[config.mk]
export PLATFORM = sky130hd
export DESIGN_NAME = prog_delay_line
export DESIGN_NICKNAME = d
export VERILOG_FILES = /design/src/rtl/pdl_pkg.sv /design/src/rtl/pdl_tap_line.sv /design/src/rtl/pdl_tap_select.sv /design/src/rtl/pdl_out_stage.sv /design/src/rtl/prog_delay_line.sv
export SDC_FILE = /design/constraint.sdc
export NUM_CORES = 1
export LEC_CHECK = 0
export ABC_CLOCK_PERIOD_IN_PS = 2200
export BUFFER_PORTS_ARGS = -buffer_cell sky130_fd_sc_hd__buf_2
export CORE_MARGIN = 2
export CORE_UTILIZATION = 35
export CTS_CLUSTER_SIZE = 10
export DETAILED_ROUTE_END_ITERATION = 6
export GPL_ROUTABILITY_DRIVEN = 0
export RECOVER_POWER = 100
export SYNTH_ARGS = -nofsm -noshare
export SYNTH_HDL_FRONTEND = slang
export SYNTH_HIERARCHICAL = 1
export SYNTH_SLANG_ARGS = --single-unit
export TNS_END_PERCENT = 5
[constraint.sdc]
create_clock -name clk -period 2.2 [get_ports clk]
set_input_delay 0.44 -clock clk [delete_from_list [all_inputs] [get_ports clk]]
set_output_delay 0.44 -clock clk [all_outputs]
set_load 0.02 [all_outputs]
[src/rtl/pdl_pkg.sv]
package pdl_pkg;
   localparam int unsigned PDL_ADDR_W = 3;

   function automatic int unsigned pdl_depth(input int unsigned td0,
                                             input int unsigned tinc,
                                             input int unsigned addr_w);
      return td0 + (((1 << addr_w) - 1) * tinc);
   endfunction

   function automatic int unsigned pdl_tap_index(input int unsigned td0,
                                                 input int unsigned tinc,
                                                 input int unsigned code);
      return td0 + code * tinc - 1;
   endfunction
endpackage

[src/rtl/pdl_tap_line.sv]
module pdl_tap_line #(
   parameter int unsigned DEPTH = 23
) (
   input  logic             clk,
   input  logic             rst_n,
   input  logic             din,
   output logic [DEPTH-1:0] taps
);
   generate
      if (DEPTH < 1) begin : g_bad_depth
         $error("pdl_tap_line: DEPTH must be at least 1");
      end
   endgenerate

   genvar gi;
   generate
      for (gi = 0; gi < DEPTH; gi++) begin : g_stage
         if (gi == 0) begin : g_head
            always_ff @(posedge clk) begin
               if (!rst_n) taps[0] <= 1'b0;
               else        taps[0] <= din;
            end
         end else begin : g_body
            always_ff @(posedge clk) begin
               if (!rst_n) taps[gi] <= 1'b0;
               else        taps[gi] <= taps[gi-1];
            end
         end
      end
   endgenerate
endmodule

[src/rtl/pdl_tap_select.sv]
module pdl_tap_select #(
   parameter int unsigned TD0_CYC    = 2,
   parameter int unsigned TINC_CYC   = 3,
   parameter int unsigned ADDR_W     = 3,
   parameter int unsigned DEPTH      = 23,
   parameter bit          SEL_ONEHOT = 1'b0
) (
   input  logic [DEPTH-1:0]  taps,
   input  logic [ADDR_W-1:0] code,
   output logic              sel
);
   import pdl_pkg::*;

   localparam int unsigned NSTEP = 1 << ADDR_W;

   generate
      if (pdl_depth(TD0_CYC, TINC_CYC, ADDR_W) != DEPTH) begin : g_bad_depth
         $error("pdl_tap_select: DEPTH does not match the step parameters");
      end
   endgenerate

   logic [NSTEP-1:0] cand;

   genvar ga;
   generate
      for (ga = 0; ga < NSTEP; ga++) begin : g_cand
         localparam int unsigned IDX = pdl_tap_index(TD0_CYC, TINC_CYC, ga);
         assign cand[ga] = taps[IDX];
      end
   endgenerate

   generate
      if (SEL_ONEHOT) begin : g_andor
         logic [NSTEP-1:0] hot;
         always_comb begin
            hot       = '0;
            hot[code] = 1'b1;
         end
         assign sel = |(cand & hot);
      end else begin : g_index
         assign sel = cand[code];
      end
   endgenerate
endmodule

[src/rtl/pdl_out_stage.sv]
module pdl_out_stage (
   input  logic clk,
   input  logic rst_n,
   input  logic blank,
   input  logic din,
   output logic out_q
);
   always_ff @(posedge clk) begin
      if (!rst_n)     out_q <= 1'b0;
      else if (blank) out_q <= 1'b0;
      else            out_q <= din;
   end

   AST_RST_CLEARS_OUT: assert property (@(posedge clk)
      !rst_n |=> !out_q);

   AST_BLANK_FORCES_LOW: assert property (@(posedge clk) disable iff (!rst_n)
      blank |=> !out_q);
endmodule

[src/rtl/prog_delay_line.sv]
module prog_delay_line #(
   parameter int unsigned TD0_CYC    = 2,
   parameter int unsigned TINC_CYC   = 3,
   parameter int unsigned ADDR_W     = pdl_pkg::PDL_ADDR_W,
   parameter bit          SEL_ONEHOT = 1'b0
) (
   input  logic              clk,
   input  logic              rst_n,
   input  logic              in_sig,
   input  logic [ADDR_W-1:0] step_sel,
   input  logic              blank,
   output logic              out_sig
);
   import pdl_pkg::*;

   localparam int unsigned DEPTH = pdl_depth(TD0_CYC, TINC_CYC, ADDR_W);
   localparam int unsigned QW    = $clog2(DEPTH + 1);

   // parameter legality at elaboration
   generate
      if (TD0_CYC < 1) begin : g_bad_td0
         $error("prog_delay_line: TD0_CYC must be at least 1");
      end
      if (TINC_CYC < 1) begin : g_bad_tinc
         $error("prog_delay_line: TINC_CYC must be at least 1");
      end
      if (ADDR_W < 1) begin : g_bad_addr
         $error("prog_delay_line: ADDR_W must be at least 1");
      end
   endgenerate

   logic [DEPTH-1:0] taps;
   logic             picked;

   pdl_tap_line #(.DEPTH(DEPTH)) u_line (
      .clk   (clk),
      .rst_n (rst_n),
      .din   (in_sig),
      .taps  (taps)
   );

   pdl_tap_select #(
      .TD0_CYC    (TD0_CYC),
      .TINC_CYC   (TINC_CYC),
      .ADDR_W     (ADDR_W),
      .DEPTH      (DEPTH),
      .SEL_ONEHOT (SEL_ONEHOT)
   ) u_sel (
      .taps (taps),
      .code (step_sel),
      .sel  (picked)
   );

   pdl_out_stage u_out (
      .clk   (clk),
      .rst_n (rst_n),
      .blank (blank),
      .din   (picked),
      .out_q (out_sig)
   );

   // Run of consecutive low input samples, saturating at the line depth.
   logic [QW-1:0] quiet_cnt;
   always_ff @(posedge clk) begin
      if (!rst_n)                      quiet_cnt <= '0;
      else if (in_sig)                 quiet_cnt <= '0;
      else if (quiet_cnt != QW'(DEPTH)) quiet_cnt <= quiet_cnt + 1'b1;
   end

   AST_DRAINED_IS_QUIET: assert property (@(posedge clk) disable iff (!rst_n)
      (quiet_cnt == QW'(DEPTH)) |=> !out_sig);

   AST_NO_RISE_WHILE_BLANK: assert property (@(posedge clk) disable iff (!rst_n)
      $rose(out_sig) |-> !$past(blank));
endmodule

Yosys cells after proc, flatten, opt, wreduce, memory -nomap -nowiden:

Cells that the tools add are included.

* register bits after elaboration: 24
* bits of input ports: 7
* logic and storage cells: 29

* order comparisons: 1
* muxes and demuxes: 2
* bitwise gates (word level): 1
* reductions and logical operators: 1

Operators by type and width (number)
* less-than comparator 3 x 4 -> 1 bit, second input constant: 1
* binary-select mux 1 bit (select 3 bit): 1
* OR reduction 2 bit: 1
* two-way mux 1 bit: 1
* NOT 1 bit: 1

Logic depth before layout (Yosys ltp):

* depth after elaboration: 2
* mapped depth: 3

Hierarchy:

Netlist, hierarchy kept.

By module, submodules not included
* pdl_tap_line: instances 1, cells each 48, area each 648.1 um^2, sequential area each 460.4 um^2
* pdl_tap_select: instances 1, cells each 3, area each 63.8 um^2, sequential area each 0.0 um^2
* pdl_out_stage: instances 1, cells each 2, area each 28.8 um^2, sequential area each 20.0 um^2

Worst setup path before layout:

No wires, ideal clock.

* kind: input port to flip-flop
* start: input step_sel[0]
* end: register u_out.out_q
* library setup time: 116 ps
* arrival: 1365 ps
* required time: 2084 ps
* path slack: 719 ps
* cell stages on the path: 3
* buffers on the path: 0
* cell sequence: mux4_1 mux2_2 and3b_1

* longest elaborated chain between the ends: 2

Ends and longest elaborated chain
* start, declared: line prog_delay_line.sv:10 `input logic [ADDR_W-1:0] step_sel,`
* binary-select mux 1 bit (select 3 bit): line pdl_tap_select.sv:41 `assign sel = cand[code];`
* two-way mux 1 bit (implied by the code): line pdl_tap_select.sv:41
* named net picked: line prog_delay_line.sv:33 `logic picked;`
* end signal, assigned: line pdl_out_stage.sv:11 `else out_q <= din;`
* end, declared: line pdl_out_stage.sv:6 `output logic out_q`

The timed path passes the listed nets, and every way through them passes these cells. The select of a mux whose other input is x is not followed.
A chain may end at the register's enable or synchronous reset.

Final worst setup path:

* start: register u_line.taps[4]
* end: register u_out.out_q

* longest elaborated chain between the ends: 2

Ends and longest elaborated chain
* start, declared: line pdl_tap_line.sv:7 `output logic [DEPTH-1:0] taps`
* start signal, assigned by index: line pdl_tap_line.sv:26 `else taps[gi] <= taps[gi-1];`
* binary-select mux 1 bit (select 3 bit): line pdl_tap_select.sv:41
* two-way mux 1 bit (implied by the code): line pdl_tap_select.sv:41
* named net picked: line prog_delay_line.sv:33

The timed path passes the listed nets, and every way through them passes these cells. The select of a mux whose other input is x is not followed.

==> flow_summary.json <==
{
  "syn_avg_cell_area_um2": 14.0,
  "p_int_uw": 629,
  "tightest_slew_ns": 0.644,
  "hp-class": "in -> reg",
  "die-width_um": 50.0,
  "core_area_um2": 1980,
  "layout_setup_ws_ns": 0.836,
  "hp-start": "in_sig",
  "p_sw_share_pct": 17.3,
  "rr_startpoint": "u_line/taps[4]",
  "syn_area_um2": 741,
  "diodes": 0,
  "die-area_um2": 2500,
  "worstSetupPathType": "reg -> reg",
  "cts_buffer_depth": 2,
  "setup_tns_ns": 0,
  "clock_latency_ns": 0.31,
  "numCtsBuffers": 3,
  "cp.arrival_ns": 1.57,
  "grt_setup_unrepaired": "false",
  "synth_top_cell_by_area": "dfxtp_1",
  "dp_slack_ns": 0.567,
  "cp_max_fo": 2,
  "period_share_pct": 62.0,
  "irDropWorstVdd_v": 0.000489,
  "layout-drive-gt1-share_pct": 43.5,
  "start_util_pct": 37.4,
  "ys_seq_area_share_pct": 64.9,
  "routed_wl_um": 925,
  "crit_path_end_kind": "register",
  "whs_path_depth": 2,
  "r2r_slack_ns": 0.84,
  "hold_violations": 0,
  "drv_slew": 0,
  "ant_nets": 0,
  "path_clk_slew_ns": 0.13,
  "cellLeakagePower_uw": 0.000364,
  "synth_top_area_share_pct": 64.9,
  "drt_iter0_markers": 4,
  "fmax_mhz": 733,
  "grt_pass1_wl_um": 1610,
  "fp.dieH_um": 50.0,
  "grt_max_degree": 25,
  "cts_resized": 0,
  "ys.flop_type": "dfxtp_1",
  "drc_errors": 0,
  "ys.warnings.count": 6,
  "cp.required_ns": 2.41,
  "seq_power_share_pct": 57.6,
  "power.density_nw_per_um2": 909,
  "wl_per_cell_um": 10.4,
  "fin_nets": 70,
  "clockRootBuffer": "clkbuf_4",
  "grt_pass1_vias": 339,
  "yosys-top-cells-area": "dfxtp_1 65%, and2_2 17%, mux4_1 7.1%",
  "p_switching_uw": 132,
  "yosysMostFrequentCell": "dfxtp_1",
  "r2r_cells": 3,
  "post-route-min-period_ns": 1.36,
  "worstHoldEndpoint": "u_line/taps[0]",
  "cts.sinks": 24,
  "io_buffers": 7,
  "hpwl_um": 615,
  "syn_to_final_growth_pct": 13.0,
  "holdBufCountCts": 0,
  "setup_viol_count_final": 0,
  "multi_input_area_um2": 238,
  "power_frac_comb_pct": 2.0,
  "fill_cells": 202,
  "clockPowerShare_pct": 40.4,
  "row_count": 16,
  "vias_per_cell": 4.08,
  "slew_headroom_pct": 57.1,
  "syn_nets": 60,
  "postCtsSetupBuffers": 0,
  "maxCapViolations": 0,
  "fin_skew_ns": 0.00595,
  "reg2reg_to": "u_out/out_q",
  "antenna_found_initial": 0,
  "routed-via-count": 363,
  "crit_path_start_kind": "register",
  "first_pass_iters": 3,
  "synth.distinct_cells": 7,
  "synth_edf_count": 0,
  "register_area_um2": 480,
  "grt_usage_pct": 9.13,
  "h-tree-depth": 1,
  "synthCells": 53,
  "synthArstFlopShare_pct": 0,
  "overflow": 0,
  "ys_ff_latch": 24,
  "io_pins": 8,
  "cts_tree": "done",
  "status": "finished, final reports clean",
  "ys_top_cells_by_count": "24 x dfxtp_1, 17 x and2_2, 6 x and2_1"
}
## final cells by class
cell class | instances | share of cell area, %
Tap cell | 27 | 4.04
Sequential cell | 24 | 57.4
Clock inverter | 1 | 3.59
Multi-Input combinational cell | 27 | 28.4
Timing Repair Buffer | 7 | 3.89
Clock buffer | 3 | 2.69
## cell families (layout without fill, tap and decap cells)
kind of cell	Yosys count	in the layout	share of synthesized area [%]
flops	24	24	64.9
mux	3	3	8.61
simple gates	24	24	23.5
buf+inv	2	11	3.04
## flip-flops by register name, summed over array words and instances, names as in the netlist
| register | count |
|---|---|
| u_out/out_q | 1 |
| u_line/taps | 23 |
## metrics by stage
step / util [%] / total power, uW / instance area (um^2) / hold WS [ns] / std cells
floorplan: - / 458 / 741 / 0.412 / 53
global placement: 39.7 / 463 / 787 / 0.416 / 85
detailed placement: 39.7 / 464 / 787 / 0.422 / 85
CTS: 42.4 / 772 / 840 / 0.324 / 89
global route: 42.2 / 797 / 837 / 0.310 / 89
finish: 42.2 / 761 / 837 / 0.334 / 89
## placed cells by master (no fill, tap or decap)
cell	count
dfxtp_1	24
and3b_1	1
buf_2	5
and2_0	2
bufinv_16	1
and2_2	17
mux4_1	2
and2_1	4
clkbuf_1	2
mux2_2	1
clkbuf_4	3
## per-layer routing
layer / wire length [um] / global-route usage (%) / vias to the layer above / part of all wire, %
met5: 0 / 0 / - / 0
met4: 0 / 2.78 / 0 / 0
met3: 55 / 5.45 / 0 / 5.9
met2: 419 / 12.9 / 8 / 45
met1: 450 / 11.5 / 171 / 49
li1: - / - / 184 / -
## worst max path at each step
stage | startpoint | cells past startpoint | to | slack, ns
6_report | u_line/taps[4] | 3 | u_out/out_q | 0.84
5_1_grt | u_line/taps[4] | 3 | u_out/out_q | 0.79
4_1_cts | u_line/taps[4] | 3 | u_out/out_q | 0.81
3_5_place_dp | step_sel[0] | 4 | u_out/out_q | 0.57
3_3_place_gp | step_sel[0] | 4 | u_out/out_q | 0.59
2_1_floorplan | step_sel[0] | 3 | u_out/out_q | 0.72
## power groups by stage
stage / combinational [uW] / sequential (uW) / clock, uW
floorplan: 10.6 / 448 / 0
CTS: 15.9 / 439 / 318
global route: 16.8 / 439 / 341
finish: 15.1 / 438 / 308
detailed placement: 15.5 / 448 / 0
global placement: 15.1 / 448 / 0
## worst max-delay path, stage by stage, from the launching register on
cell and delay (ns):
dfxtp_1 0.34, mux4_1 0.49, mux2_2 0.26, and3b_1 0.17
Power figures use the tool's default switching activity.
